### src/rtl/trig_pkg.sv
package trig_pkg;

    localparam int NPAIR      = 5;
    localparam int NTRIG      = 2 * NPAIR;
    localparam int FIDX_W     = 2;
    localparam int MIDX_W     = 3;
    localparam int STORE_PAIR = 1;

    typedef enum logic [1:0] {
        EV_FETCH = 2'd0,
        EV_LOAD  = 2'd1,
        EV_STORE = 2'd2
    } ev_kind_e;

    typedef struct packed {
        logic [1:0] mtype;
        logic       sel;
        logic       timing;
        logic       action;
        logic       enable;
    } trig_ctl_t;

    // Event kind watched by each trigger; pairs are fixed in hardware.
    function automatic ev_kind_e member_kind(input int t);
        case (t)
            0, 1, 6, 8: return EV_FETCH;
            2, 3, 7:    return EV_STORE;
            default:    return EV_LOAD;
        endcase
    endfunction

    function automatic bit is_fetch(input int t);
        return member_kind(t) == EV_FETCH;
    endfunction

    // Position of trigger t among the triggers on its own write side.
    function automatic int side_rank(input int t);
        int r;
        r = 0;
        for (int s = 0; s < t; s++) begin
            if (is_fetch(s) == is_fetch(t)) r++;
        end
        return r;
    endfunction

endpackage

### src/rtl/trig_cfg_bank.sv
module trig_cfg_bank
    import trig_pkg::*;
#(
    parameter int CMP_W = 64
) (
    input  logic                    clk,
    input  logic                    rst_n,
    input  logic                    cw_valid,
    input  logic                    cw_mem,
    input  logic [MIDX_W-1:0]       cw_idx,
    input  logic [1:0]              cw_mtype,
    input  logic                    cw_select,
    input  logic                    cw_timing,
    input  logic                    cw_action,
    input  logic                    cw_chain,
    input  logic                    cw_enable,
    input  logic [CMP_W-1:0]        cw_cmp,
    output logic [NTRIG-1:0]        en_o,
    output logic [NTRIG-1:0]        tim_o,
    output logic [NPAIR-1:0]        chain_raw_o,
    output logic [2*NTRIG-1:0]      mtype_o,
    output logic [NTRIG-1:0]        sel_o,
    output logic [NTRIG-1:0]        act_o,
    output logic [NTRIG*CMP_W-1:0]  cmp_o
);

    logic [NTRIG-1:0] wsel;

    for (genvar t = 0; t < NTRIG; t++) begin : g_trig
        localparam bit IS_F = is_fetch(t);
        localparam int RK   = side_rank(t);

        trig_ctl_t        ctl_q;
        logic [CMP_W-1:0] cmp_q;

        if (IS_F) begin : g_fetch
            assign wsel[t] = cw_valid && !cw_mem
                             && (cw_idx[FIDX_W-1:0] == FIDX_W'(RK));
        end else begin : g_mem
            assign wsel[t] = cw_valid && cw_mem
                             && (cw_idx == MIDX_W'(RK));
        end

        always_ff @(posedge clk or negedge rst_n) begin
            if (!rst_n) begin
                ctl_q <= '0;
                cmp_q <= '0;
            end else if (wsel[t]) begin
                ctl_q.mtype  <= cw_mtype;
                ctl_q.sel    <= cw_select;
                ctl_q.timing <= cw_timing;
                ctl_q.action <= cw_action;
                ctl_q.enable <= cw_enable;
                cmp_q        <= cw_cmp;
            end
        end

        assign en_o[t]                 = ctl_q.enable;
        assign tim_o[t]                = ctl_q.timing;
        assign mtype_o[2*t +: 2]       = ctl_q.mtype;
        assign sel_o[t]                = ctl_q.sel;
        assign act_o[t]                = ctl_q.action;
        assign cmp_o[CMP_W*t +: CMP_W] = cmp_q;
    end

    // Pair chain field is owned by the even member only.
    for (genvar p = 0; p < NPAIR; p++) begin : g_pair
        logic chain_q;
        always_ff @(posedge clk or negedge rst_n) begin
            if (!rst_n)          chain_q <= 1'b0;
            else if (wsel[2*p])  chain_q <= cw_chain;
        end
        assign chain_raw_o[p] = chain_q;
    end

endmodule

### src/rtl/trig_pair_resolve.sv
module trig_pair_resolve (
    input  logic [1:0] hit,
    input  logic [1:0] en,
    input  logic [1:0] tim,
    input  logic       chain,
    output logic [1:0] fire
);

    logic [1:0] qual;
    logic       both;

    always_comb begin
        qual = hit & en;
        both = (&qual) && (tim[0] == tim[1]);
        if (chain) fire = {2{both}};
        else       fire = qual;
    end

endmodule

### src/rtl/trig_chain_top.sv
module trig_chain_top
    import trig_pkg::*;
#(
    parameter int CMP_W = 64
) (
    input  logic                    clk,
    input  logic                    rst_n,
    input  logic [NTRIG-1:0]        trig_hit,
    input  logic                    cw_valid,
    input  logic                    cw_mem,
    input  logic [MIDX_W-1:0]       cw_idx,
    input  logic [1:0]              cw_mtype,
    input  logic                    cw_select,
    input  logic                    cw_timing,
    input  logic                    cw_action,
    input  logic                    cw_chain,
    input  logic                    cw_enable,
    input  logic [CMP_W-1:0]        cw_cmp,
    output logic [NTRIG-1:0]        trig_fire,
    output logic                    trap_now,
    output logic                    trap_after,
    output logic [2*NTRIG-1:0]      cfg_mtype,
    output logic [NTRIG-1:0]        cfg_select,
    output logic [NTRIG-1:0]        cfg_action,
    output logic [NTRIG*CMP_W-1:0]  cfg_cmp
);

    logic [NTRIG-1:0] en_q;
    logic [NTRIG-1:0] tim_q;
    logic [NPAIR-1:0] chain_raw;
    logic [NPAIR-1:0] pair_chain;
    logic [NTRIG-1:0] fire_d;
    logic             now_d;
    logic             after_d;

    trig_cfg_bank #(.CMP_W(CMP_W)) u_bank (
        .clk        (clk),
        .rst_n      (rst_n),
        .cw_valid   (cw_valid),
        .cw_mem     (cw_mem),
        .cw_idx     (cw_idx),
        .cw_mtype   (cw_mtype),
        .cw_select  (cw_select),
        .cw_timing  (cw_timing),
        .cw_action  (cw_action),
        .cw_chain   (cw_chain),
        .cw_enable  (cw_enable),
        .cw_cmp     (cw_cmp),
        .en_o       (en_q),
        .tim_o      (tim_q),
        .chain_raw_o(chain_raw),
        .mtype_o    (cfg_mtype),
        .sel_o      (cfg_select),
        .act_o      (cfg_action),
        .cmp_o      (cfg_cmp)
    );

    for (genvar p = 0; p < NPAIR; p++) begin : g_pair
        if (p == STORE_PAIR) begin : g_nochain
            assign pair_chain[p] = 1'b0;
        end else begin : g_chain
            assign pair_chain[p] = chain_raw[p];
        end

        trig_pair_resolve u_res (
            .hit  (trig_hit[2*p +: 2]),
            .en   (en_q[2*p +: 2]),
            .tim  (tim_q[2*p +: 2]),
            .chain(pair_chain[p]),
            .fire (fire_d[2*p +: 2])
        );
    end

    always_comb begin
        now_d   = |(fire_d & ~tim_q);
        after_d = |(fire_d & tim_q);
    end

    always_ff @(posedge clk or negedge rst_n) begin
        if (!rst_n) begin
            trig_fire  <= '0;
            trap_now   <= 1'b0;
            trap_after <= 1'b0;
        end else begin
            trig_fire  <= fire_d;
            trap_now   <= now_d;
            trap_after <= after_d;
        end
    end

endmodule

### config.mk
export PLATFORM = sky130hd
export DESIGN_NAME = trig_chain_top
export DESIGN_NICKNAME = d
export VERILOG_FILES = /design/src/rtl/trig_pkg.sv /design/src/rtl/trig_cfg_bank.sv /design/src/rtl/trig_pair_resolve.sv /design/src/rtl/trig_chain_top.sv
export SDC_FILE = /design/constraint.sdc
export NUM_CORES = 1
export LEC_CHECK = 0
export ABC_AREA = 1
export BUFFER_PORTS_ARGS = -buffer_cell sky130_fd_sc_hd__buf_2
export CORE_AREA = 3 3 299 301
export DETAILED_ROUTE_END_ITERATION = 7
export DIE_AREA = 0 0 302 304
export GPL_ROUTABILITY_DRIVEN = 0
export PLACE_DENSITY = 0.51
export SLEW_MARGIN = 20
export SYNTH_ARGS = -nofsm -noshare
export SYNTH_HDL_FRONTEND = slang
export SYNTH_SLANG_ARGS = --single-unit
### constraint.sdc
create_clock -name clk -period 1.4 [get_ports clk]
set_clock_uncertainty 0.05 [all_clocks]
set_input_delay 0.28 -clock clk [delete_from_list [all_inputs] [get_ports clk]]
set_output_delay 0.28 -clock clk [all_outputs]
set_load 0.02 [all_outputs]
==> impl_metrics.toml <==
[power_and_ir_drop]
total_leakage_power_nw = 21.2
power.ir.vdd_worst_uv = 1270
cellPowerDensity_nw_per_um2 = 1760

[floorplanning]
floorplan_core_area_um2 = 86900
design.portCount = 780
floorplan.die_area_um2 = 91800
dieWidth_um = 302
rows = 108
die-height_um = 304
floorplan.initialDensity = 0.293

[outcome]
outcome = "finished, violations left"
failed_checks = "negative setup slack"

[detailed_routing]
route.detailed.wl_per_inst_um = 20.4
total_length_of_routed_wires_um = 99800
drt-vias-per-instance = 4.54
drt.antenna.violating_nets = 0
drt_pass1_iterations = 5
violation_count_after_the_first_detailed_routing_iteration = 1519
detail_route.wirelength.met1_um = 40500
routed-wl-met3_um = 8890
detailroute.via_count = 22200
drcViolationCount = 0
topRoutingLayerUsed = "met4"
dr_wl_met2_um = 46500

[placed_design]
placement.io_buffers = 779
dpl_worst_slack_ps = -157
detailedPlacementHpwl_um = 68100

[grt]
grt_first_pass_wirelength_um = 147000
grt.total_usage = 0.212
via_count_of_the_first_global_routing_pass = 22100
number_of_antenna_violations_at_the_first_check_in_global_routing = 4
global_route.overflow_total = 0
grt_start_max_net_pins = 83

[worst_setup_path]
worst-r2r-setup-slack_ps = 150
critical_path.top_delay_family = "flip-flops"
cp-end-kind = "output pin"
critical_path.slowest_cell = "dfrtp_2"
cp.buffers_inverters = 1
rr_worst_depth = 9
timing.critical_path.arrival_ps = 1220
required_ps = 1070
cp_cell_sequence = "buf_6"
crit-reg2reg-capture = "trap_now"
slowest_delay_ps = 460
critical_path_class = "register to output pin"
crit_path_max_fanout = 2
r2r-start = "u_bank.tim_o[0]"
start_kind = "register"

[yosys]
synthesis.instances = 2462
syn-num-nets = 2550
count_of_distinct_cell_types_in_the_synthesized_netlist = 13
seq_area_frac_synth = 0.703
ys_warn_count = 0
avgSynthCellArea_um2 = 10.4
syn-cell-area_um2 = 25500
ys_seq_elements = 716

[sta]
timing.max_slew.rel_slack = 0.663
number_of_endpoints_with_negative_hold_slack_in_the_final_report = 0
fmax_mhz = 645
finalHoldWorstSlack_ps = 40.9
final_max_slew_viol_count = 0
setup_ws_ps = -151
final_min_period_over_clock_period = 1.11
slew_worst_pin_ps = 505
final-setup-viol-count = 692
setup_tns_ps = -57540
rsz0062_at_grt = "yes"
final.min_clock_period_ps = 1550

[clock_tree]
clock-root-buffer = "clkbuf_16"
tritoncts = "done"
cts_max_level = 3
clock_latency_of_the_later_clocked_register_in_the_worst_skew_pair_ps = 620
sink_count_of_the_clock_tree = 716
cts_clk_pin_slew_worst_paths_ps = 60
cts-buffers-inserted = 82
clockBufferDepth = 3

[finish]
nNetsFinal = 3747
final_layout_size_suffix_gt1_frac = 0.381
num-fill-cells = 7939
syn2layout_area_growth_pct = 63.9

[min_path]
timing.hold.worst.class = "input pin to async pin"

[job]
cap_viol_max_count = 0
power breakdown:
part	leakage (nW)	switching [mW]	total [mW]	internal [mW]
Sequential	9.06	3.27	28.1	24.8
Combinational	10.8	11.4	22.9	11.5
Clock	1.40	9.08	22.6	13.5
cells by family (layout without fill, tap and decap cells):
family / Yosys count / after routing / share of synthesized area
AO/OA/AOI/OAI: 708 / 708 / 0.139
flip-flops: 716 / 716 / 0.703
other: 0 / 1 / 0
AND/OR/NAND/NOR: 796 / 796 / 0.118
buffers and inverters: 242 / 1504 / 0.0399
layout make-up:
type	instances	area (um^2)	share of cell area
clock inverters	32	463	0.0111
multi-input cells	1504	6690	0.160
well taps	1155	1450	0.0346
inverters	92	345	0.00826
clock buffers	117	2390	0.0573
repair buffers	1263	12500	0.300
diodes	1	2.50	0.0000599
flip-flops and latches	716	17900	0.429
per-layer routing:
metal  vias up  track usage
li1      10400            -
met1     10700        0.269
met2       883        0.338
met3       178       0.0655
met4         0       0.0849
met5         -            0
cell usage after synthesis:
library cell / n / area [um^2]
o21ai_0: 704 / 3520
dfrtp_1: 716 / 17900
inv_1: 92 / 345
o22ai_1: 1 / 6.26
buf_2: 68 / 340
a21boi_0: 2 / 15.0
clkbuf_1: 79 / 297
nand2_1: 769 / 2890
nor2_2: 1 / 6.26
buf_6: 3 / 33.8
a22o_1: 1 / 8.76
nor2_1: 13 / 48.8
nand3_1: 13 / 65.1
repair_timing:
action | in CTS | in global routing
pin swaps | 0 | 4
setup buffers | 150 | 159
hold endpoints to repair | 712 | 0
gates resized for setup | 1387 | 21
hold buffers | 13 | 0
endpoints found under the setup margin | 692 | 708
worst max path at each step:
stage | depth (start not counted) | endpoint | slack [ps] | start
floorplan | 7 | u_bank.g_trig[2].cmp_q[33] | 170 | cw_mem
global placement | 9 | u_bank.g_trig[9].cmp_q[59] | -150 | cw_mem
detailed placement | 9 | u_bank.g_trig[9].cmp_q[59] | -160 | cw_mem
CTS | 1 | cfg_cmp[531] | -200 | u_bank.g_trig[8].cmp_q[19]
global route | 1 | cfg_cmp[531] | -190 | u_bank.g_trig[8].cmp_q[19]
finish | 1 | cfg_cmp[531] | -150 | u_bank.g_trig[8].cmp_q[19]
through the flow:
| step | instances | util | total power [mW] | area, um^2 |
|---|---|---|---|---|
| 3_5_place_dp | 4409 | 0.369 | 43.1 | 32100 |
| 2_1_floorplan | 2462 | - | 35.5 | 25500 |
| 5_1_grt | 4879 | 0.481 | 77.0 | 41800 |
| 3_3_place_gp | 4409 | 0.369 | 42.9 | 32100 |
| 4_1_cts | 4721 | 0.467 | 72.7 | 40500 |
| 6_report | 4880 | 0.481 | 73.6 | 41800 |
cells in the final DEF (no fill, tap or decap):
| cell type | count |
|---|---|
| buf_8 | 1 |
| bufinv_16 | 8 |
| dfrtp_2 | 3 |
| nand2_1 | 747 |
| nand3_1 | 12 |
| clkinv_2 | 11 |
| o22ai_1 | 1 |
| inv_1 | 89 |
| clkbuf_1 | 14 |
| inv_8 | 1 |
| inv_16 | 3 |
| buf_4 | 422 |
| o21ai_0 | 704 |
| nand2_4 | 13 |
| nor2_2 | 3 |
| clkinvlp_4 | 3 |
| buf_6 | 692 |
| buf_12 | 50 |
| a21boi_0 | 2 |
| nand3_2 | 1 |
| diode_2 | 1 |
| buf_2 | 86 |
| inv_2 | 3 |
| clkbuf_16 | 82 |
| dfrtp_1 | 713 |
| nand2_2 | 9 |
| nor2_1 | 11 |
| clkbuf_8 | 21 |
| a22o_1 | 1 |
| dlygate4sd3_1 | 12 |
| clkinv_16 | 1 |
| inv_6 | 5 |
state kept, by name, indices dropped and copies added, names as in the netlist:
| signal | cells |
|---|---|
| u_bank.en_o | 10 |
| u_bank.g_trig.cmp_q | 640 |
| u_bank.act_o | 10 |
| trap_now | 1 |
| trap_after | 1 |
| u_bank.tim_o | 10 |
| u_bank.g_pair.chain_q | 4 |
| u_bank.sel_o | 10 |
| trig_fire | 10 |
| u_bank.mtype_o | 20 |
(Power assumes the default switching activity.)
